==> src/rtl/lapic_base_pkg.sv <==
package lapic_base_pkg;

  typedef enum logic [1:0] {
    MODE_OFF    = 2'b00,
    MODE_BAD    = 2'b01,
    MODE_LEGACY = 2'b10,
    MODE_EXT    = 2'b11
  } lmode_e;

  typedef enum logic [1:0] {
    CAP_NONE   = 2'b00,
    CAP_LEGACY = 2'b01,
    CAP_EXT    = 2'b10,
    CAP_RSVD   = 2'b11
  } lcap_e;

  localparam int        EN_BIT   = 11;
  localparam int        EXT_BIT  = 10;
  localparam int        BSP_BIT  = 8;
  localparam logic [63:0] BASE_RST = 64'h0000_0000_FEE0_0000;

  // Decision taken for one accepted write
  typedef struct packed {
    logic       accept;
    logic       fault;
    logic       same;
    logic [1:0] next_mode;
    logic       load_id;
    logic       clr_lid;
    logic       set_lid;
  } mode_step_t;

endpackage

==> src/rtl/lapic_mode_arbiter.sv <==
module lapic_mode_arbiter
  import lapic_base_pkg::*;
(
  input  lmode_e     cur_mode,
  input  lmode_e     req_mode,
  input  lcap_e      cap,
  output mode_step_t step
);

  logic legal;

  always_comb begin
    legal = 1'b0;
    unique case (req_mode)
      MODE_OFF:    legal = 1'b1;
      MODE_LEGACY: legal = (cur_mode == MODE_OFF) || (cur_mode == MODE_LEGACY);
      MODE_EXT:    legal = (cur_mode == MODE_EXT) ||
                           ((cur_mode == MODE_LEGACY) && (cap == CAP_EXT));
      default:     legal = 1'b0;
    endcase
  end

  always_comb begin
    step           = '0;
    step.accept    = legal;
    step.fault     = !legal;
    step.same      = legal && (req_mode == cur_mode);
    step.next_mode = req_mode;
    step.load_id   = legal && (req_mode != cur_mode) &&
                     ((req_mode == MODE_EXT) || (req_mode == MODE_OFF));
    step.clr_lid   = legal && (req_mode != cur_mode) && (req_mode == MODE_OFF);
    step.set_lid   = legal && (req_mode != cur_mode) && (req_mode == MODE_EXT);
  end

endmodule

==> src/rtl/lapic_ldr_gen.sv <==
module lapic_ldr_gen #(
  parameter int IDX_W = 12
) (
  input  logic [IDX_W-1:0] idx,
  output logic [31:0]      ldr
);

  localparam int ONEHOT_W = 16;

  logic [31:0]         ext_id;
  logic [31:0]         cluster;
  logic [ONEHOT_W-1:0] member;

  assign ext_id  = 32'(idx);
  assign cluster = (ext_id & 32'h000F_FFF0) << 16;

  for (genvar g = 0; g < ONEHOT_W; g++) begin : g_member
    assign member[g] = (ext_id[3:0] == 4'(g));
  end

  assign ldr = cluster | {16'h0000, member};

endmodule

==> src/rtl/lapic_base_ctrl.sv <==
module lapic_base_ctrl
  import lapic_base_pkg::*;
#(
  parameter int IDX_W = 12
) (
  input  logic             clk,
  input  logic             rst_n,
  input  logic [IDX_W-1:0] core_idx,
  input  logic [1:0]       max_mode,
  input  logic             wr_valid,
  output logic             wr_ready,
  input  logic [63:0]      wr_data,
  output logic [1:0]       mode,
  output logic [63:0]      base_reg,
  output logic [31:0]      apic_id,
  output logic [31:0]      logical_id,
  output logic             acc_err
);

  localparam logic [63:0] MODE_MASK = (64'd1 << EN_BIT) | (64'd1 << EXT_BIT);

  logic [63:0] base_q;
  logic [31:0] id_q;
  logic [31:0] lid_q;
  logic        err_q;
  logic        rdy_q;
  logic [63:0] rst_base;
  logic [31:0] ldr_calc;
  logic        wr_fire;
  lmode_e      cur_mode;
  lmode_e      req_mode;
  mode_step_t  step;

  assign cur_mode = lmode_e'(base_q[EN_BIT:EXT_BIT]);
  assign req_mode = lmode_e'(wr_data[EN_BIT:EXT_BIT]);
  assign wr_fire  = wr_valid && rdy_q;

  always_comb begin
    rst_base = BASE_RST;
    if (core_idx == '0)
      rst_base[BSP_BIT] = 1'b1;
    if (lcap_e'(max_mode) != CAP_NONE)
      rst_base[EN_BIT] = 1'b1;
  end

  lapic_mode_arbiter u_arb (
    .cur_mode (cur_mode),
    .req_mode (req_mode),
    .cap      (lcap_e'(max_mode)),
    .step     (step)
  );

  lapic_ldr_gen #(.IDX_W(IDX_W)) u_ldr (
    .idx (core_idx),
    .ldr (ldr_calc)
  );

  always_ff @(posedge clk) begin
    if (!rst_n) begin
      base_q <= rst_base;
      id_q   <= 32'(core_idx);
      lid_q  <= '0;
      err_q  <= 1'b0;
      rdy_q  <= 1'b0;
    end else begin
      rdy_q <= 1'b1;
      err_q <= wr_fire && step.fault;
      if (wr_fire && step.accept) begin
        if (step.same)
          base_q <= (wr_data & ~MODE_MASK) | (base_q & MODE_MASK);
        else
          base_q <= (base_q & ~MODE_MASK) |
                    ({52'd0, step.next_mode, 10'd0} & MODE_MASK);
        if (step.load_id)
          id_q <= 32'(core_idx);
        if (step.clr_lid)
          lid_q <= '0;
        else if (step.set_lid)
          lid_q <= ldr_calc;
      end
    end
  end

  assign wr_ready   = rdy_q;
  assign mode       = base_q[EN_BIT:EXT_BIT];
  assign base_reg   = base_q;
  assign apic_id    = id_q;
  assign logical_id = lid_q;
  assign acc_err    = err_q;

endmodule

==> config.mk <==
export PLATFORM = sky130hd
export DESIGN_NAME = lapic_base_ctrl
export DESIGN_NICKNAME = d
export VERILOG_FILES = /design/src/rtl/lapic_base_pkg.sv /design/src/rtl/lapic_mode_arbiter.sv /design/src/rtl/lapic_ldr_gen.sv /design/src/rtl/lapic_base_ctrl.sv
export SDC_FILE = /design/constraint.sdc
export NUM_CORES = 1
export LEC_CHECK = 0
export ABC_AREA = 1
export BUFFER_PORTS_ARGS = -buffer_cell sky130_fd_sc_hd__buf_2
export CORE_MARGIN = 8
export CORE_UTILIZATION = 42
export DETAILED_ROUTE_END_ITERATION = 12
export PLACE_DENSITY = 0.8
export SLEW_MARGIN = 20
export SYNTH_ARGS = -nofsm -noshare
export SYNTH_HDL_FRONTEND = slang
export SYNTH_SLANG_ARGS = --single-unit
==> constraint.sdc <==
create_clock -name clk -period 2.2 [get_ports clk]
set_input_delay 0.33 -clock clk [delete_from_list [all_inputs] [get_ports clk]]
set_output_delay 0.33 -clock clk [all_outputs]
set_load 0.01 [all_outputs]
# Word-level counts from Yosys, hierarchy flattened

Index checks and enable logic that the tools add are counted.

Eq/ne operators: 24
Mux-type cells: 12
Bitwise operators: 3
Reductions and logical operators: 21

Operator list:

| operator             | count |
|---|---|
| $or A64 B12 Y64      | 2 |
| $mux W32             | 2 |
| $mux W64             | 1 |
| $mux W12             | 5 |
| $eq A4 B4 Y1 const B | 8 |
| $or A28 B16 Y28      | 1 |
| $eq A4 B3 Y1 const B | 4 |
| $logic_not A12 Y1    | 1 |
| $eq A2 B2 Y1 const B | 5 |
| $logic_and A1 B1 Y1  | 9 |
| $eq A4 B2 Y1 const B | 2 |
| $eq A4 B1 Y1 const B | 1 |
| $logic_not A2 Y1     | 2 |
| $logic_not A4 Y1     | 1 |
| $ne A2 B1 Y1 const B | 2 |
| $reduce_and A2 Y1    | 2 |
| $reduce_bool A2 Y1   | 2 |
| $logic_or A1 B1 Y1   | 3 |
| $mux W1              | 3 |
| $pmux W1 S3          | 1 |
| $eq A2 B2 Y1         | 1 |
| $ne A2 B2 Y1         | 1 |
| $logic_not A1 Y1     | 1 |

Register bits: 110
Bits of input ports: 81
Output and inout port bits: 132
Word-level logic and storage cells: 66

# Depth between registers and ports, before layout

Depth after elaboration: 9
Gate-level depth with buffers: 11
Gate-level depth less buffers: 10

# Cells and area by module

From an unflattened synthesis, not the netlist that was laid out.

Cell total of the unflattened synthesis: 736
Area, all modules: 5034.8 µm²

Modules (own cells, without submodules):

| module             | times used | cells an instance | area an instance (µm²) | seq. area each (µm²) |
|---|---|---|---|---|
| lapic_base_ctrl    | 1          | 656               | 4618.2                 | 2342.2 |
| lapic_ldr_gen      | 1          | 45                | 229.0                  | 0.0 |
| lapic_mode_arbiter | 1          | 35                | 187.7                  | 0.0 |

# Worst setup path before layout

Ideal clock, no wire load.

Path type: register -> register
Start point: register base_q[11], in the netlist base_reg[11]
End point: register id_q[0], in the netlist apic_id[0] (enable)
Setup time: 0.398 ns
Arrival: 1.953 ns
Data required time: 1.802 ns
Path slack: -0.151 ns
Cell stages (with the launch flop): 7
Buffers on the path: 1
Clock period less this slack: 2.351 ns
Cell sequence: edfxtp_1 -> nand2_1 -> nand2_1 -> nand2_2 -> nand4_4 -> buf_2 -> o21ai_0

Cells in the longest elaborated chain, start to end: 8
Elaborated cells between the ends (all ways): 14
Classes of those cells: eq/ne: 5; mux: 1; reduce/logical: 8

Ends and longest elaborated chain:

| element                           | RTL line                                           | source |
|---|---|---|
| from (decl)                       | lapic_base_ctrl.sv:22                              | `logic [63:0] base_q;` |
| from (signal assigned)            | lapic_base_ctrl.sv:60                              | `base_q <= rst_base;` |
| from (signal assigned)            | lapic_base_ctrl.sv:70                              | `base_q <= (wr_data & ~MODE_MASK) \| (base_q & MODE_MASK);` |
| from (signal assigned)            | lapic_base_ctrl.sv:72                              | `base_q <= (base_q & ~MODE_MASK) \|` |
| $eq A2 B2 Y1                      | lapic_mode_arbiter.sv:16, lapic_mode_arbiter.sv:18 |  |
| $logic_and A1 B1 Y1               | lapic_mode_arbiter.sv:18                           | `((cur_mode == MODE_LEGACY) && (cap == CAP_EXT));` |
| $logic_or A1 B1 Y1                | lapic_mode_arbiter.sv:17                           | `MODE_EXT: legal = (cur_mode == MODE_EXT) \|\|` |
| $pmux W1 S3                       | lapic_mode_arbiter.sv:14                           | `unique case (req_mode)` |
| $logic_and A1 B1 Y1 (2 in series) | lapic_mode_arbiter.sv:29                           | `step.load_id = legal && (req_mode != cur_mode) &&` |
| $ne A2 B1 Y1 (no line)            | --                                                 |  |
| $reduce_and A2 Y1 (no line) *     | --                                                 |  |
| to (signal assigned)              | lapic_base_ctrl.sv:61                              | `id_q <= 32'(core_idx);` |
| to (signal assigned)              | lapic_base_ctrl.sv:75                              | `id_q <= 32'(core_idx);` |
| to (decl)                         | lapic_base_ctrl.sv:23                              | `logic [31:0] id_q;` |

Mark *: on every way between the ends. The rest lies on a longest branch, timed or not.
A chain may end at the register's enable or synchronous reset.

# Final worst setup path

Start point: register base_q[11], in the netlist base_reg[11]
End point: register base_q[8], in the netlist base_reg[8] (enable)

Cells in the longest elaborated chain, start to end: 6
Elaborated cells between the ends (all ways): 9
Classes of those cells: eq/ne: 3; mux: 1; reduce/logical: 5

Ends and longest elaborated chain:

| element                  | RTL line                                           | source |
|---|---|---|
| $eq A2 B2 Y1             | lapic_mode_arbiter.sv:16, lapic_mode_arbiter.sv:18 |  |
| $logic_and A1 B1 Y1      | lapic_mode_arbiter.sv:18                           |  |
| $logic_or A1 B1 Y1       | lapic_mode_arbiter.sv:17                           |  |
| $pmux W1 S3 *            | lapic_mode_arbiter.sv:14                           |  |
| $logic_and A1 B1 Y1 *    | lapic_base_ctrl.sv:68                              | `if (wr_fire && step.accept) begin` |
| $ne A2 B1 Y1 (no line) * | --                                                 |  |

Marks and branches as above.

==> impl_results.md <==
* Clk buf depth at 2
* Initial antenna violation count at 0
* Synth Instances at approximately 560
* Port Buffers at 184
* Cell Int Power at around 2.6 mW
* Hold WS at roughly 0.18 ns
* Synth cell types at 26
* Met2 usage at between 20% and 30%
* # diodes at 0
* Cell repeated most along the worst path: nand2_1
* Clk_skew at 0.00994 ns
* CTS tree: built
* DP Cell Count at 860
* Commonest non-fill, non-tap cell in the layout: buf_2
* Clk Latency, worst-skew pair at roughly 0.35 ns
* Fin. Hold Viols at 0
* Fmax at between 500 and 600 MHz
* GR Layer Usage met3 at 7.37%
* Core box area at approximately 0.011 sq mm
* Worst setup margin at just under 0.5 ns
* Hold Buf Count CTS at 0
* Routability cong. at approximately 0.86
* DRT antenna net count at 0
* Final TNS setup at 0 ns
* Tmin final at 1.71 ns
* Sw Share at between 20% and 30%
* Fin nets at between 800 and 900
* Pre-CTS setup slack at ~0.33 ns
* Critical path arrival at about 1.8 ns
* Hold Crit Class: in2reg
* CTS sink count at just over 100
* Largest net degree at the start of global routing at 45
* Via count at around 4,200
* Vias per cell at 4.75
* Ports at around 210
* Delay-heaviest family, CP: simple AND/OR/NAND/NOR gates
* Sw power at approximately 0.95 mW
* Slew Viols, Final at 0
* Clock network fraction of design power at between 30% and 40%
* Sequential share of power at a little over half
* Crit path largest cell delay at between 0.4 and 0.5 ns
* Multi-input combinational cell area at 0.00193 sq mm
* Post-CTS Resized at 0
* Met1 usage in global routing at a little under a fifth
* CP endpoint kind: flop
* Final setup vio count at 0
* Power Density at around 630 mW/mm^2
* CP Max Fanout at 30
* First-pass GRT wire length at a little under 20 mm
* Worst-path clk slew at 0.10 ns
* H-tree depth at 3
* Startpoint Class: flop
* Tot Pwr at around 3.6 mW
* DR DRC count at 0
* Cell Chain, Critical Path: nand2_1, inv_1, nand2_1, nand2_2, nand2_1, nor2_1, nand2_2, buf_12, nand2_1
* Max FFs per register at 64
* Largest area contributor in the netlist: dfxtp_1
* Global-route usage over all layers at between 10% and 20%
* CTS Buf Count at 9
* Avg Inst Size Synth at approximately 8 sq um
* Seq/Total Area, Yosys at 48.3%
* Dpl hpwl at 9.10 mm
* Worst path slowest cell: edfxtp_1
* Pre-Repair DR Iteration Count at 4
* Static Leakage at roughly 2.7 nW
* Share of layout cells above drive strength 1 at a little under a third
* Combinational share of power at 13.1%
* Post-CTS Setup Inserts at 0
* Vias in the first global route at between 3,000 and 4,000
* Busiest grt layer: met2
* Top cells by area, synth: dfxtp_1 (39%), nand2_1 (13%), edfxtp_1 (9.3%)
* Synthesis warning total at 0
* RSZ-0062 raised after global routing: false
* Initial drt markers at about 370
* Commonest cells after routing, fill and taps aside: buf_2 (184), nand2_1 (155), dfxtp_1 (88), nor2_1 (60), a21boi_1 (49)
* DIE AREA at 0.0143 sq mm
* Crit path kind: reg2reg
* Outcome: finished, final reports clean
* Width of the die at ~120 um
* Non-Filler Instances at between 800 and 900
* Routed WL per cell at 14.0 um
* Seq cells post-synth at around 100
* DIE HEIGHT at roughly 120 um
* Critical path required time at approximately 2.3 ns
* Routed WL at approximately 12 mm
* Post-synth top area share at 39.0%
* IR drop worst, VDD at 0.000339 V
* Ratio of final minimum period to clock period at slightly below 80%
* Fill cells at approximately 1,000
* Area Overhead vs Synth at 25.0%
* Number of buffers and inverters on the critical path at 2
* Max-cap viol count at 0
* Grt ovf at 0
* Row cnt at 38
* Post-Syn Area at between 0.004 and 0.005 sq mm
* Seq. cell area at 0.00218 sq mm
* Root Driver: clkbuf_8
* Initial Utilization at between 40% and 50%
-- final cells by class --
class,instances,share of cell area (%)
Clock inverter,6,1.11
Clock buffer,10,2.26
Multi-Input combinational cell,395,34.3
Inverter,23,1.53
Sequential cell,102,38.6
Timing Repair Buffer,200,19.1
Tap cell,140,3.10
-- cell usage after synthesis (all sizes together) --
cell type	count
ha	3
o22ai	2
o21ai	2
nand3	30
conb	1
nand2	158
a21boi	51
nor4	2
inv	23
clkbuf	18
nor2	61
edfxtp	14
buf	51
a21oi	2
o21bai	9
nand4	45
dfxtp	88
or2	2
-- power groups by stage --
stage / sequential (mW) / combinational, mW / clock, mW
after global placement: 2.00 / 0.468 / 0
after CTS: 1.96 / 0.470 / 1.19
after floorplan: 2.03 / 0.286 / 0
after detailed placement: 2.01 / 0.470 / 0
after global routing: 1.97 / 0.522 / 1.27
final: 1.96 / 0.469 / 1.15
-- final timing paths --
| check | start | depth (start not counted) | slack, ns | end |
|---|---|---|---|---|
| setup / recovery | base_reg[11] | 9 | 0.49 | base_reg[8] |
| hold / removal | core_idx[6] | 1 | 0.18 | apic_id[6] |
| setup reg to reg | base_reg[11] | 9 | 0.49 | base_reg[8] |
| hold reg to reg | base_reg[26] | 2 | 0.46 | base_reg[26] |
-- per-stage QoR --
| stage | util [%] | cell area [sq um] |
|---|---|---|
| floorplan | - | 4620 |
| CTS | 53.0 | 5650 |
| global route | 53.0 | 5650 |
| finish | 53.0 | 5650 |
| detailed placement | 51.2 | 5460 |
| global placement | 51.2 | 5460 |
-- cell families (layout without fill, tap and decap cells) --
logic type	after synthesis	after routing	share of synthesized area [%]
AO/OA/AOI/OAI	66	66	10.7
adder cells (fa/ha/maj)	3	3	0.831
buffers and inverters	92	239	11.1
flip-flops	102	102	48.3
other	1	28	0.0830
AND/OR/NAND/NOR	298	298	29.0
-- metal layers --
layer  share of wire [%]  wire, um
met5                   0         0
met2                  47      5750
met1                  42      5090
met3                 9.9      1210
met4                 1.5       182
No activity file was read; power rests on OpenSTA's default activity.
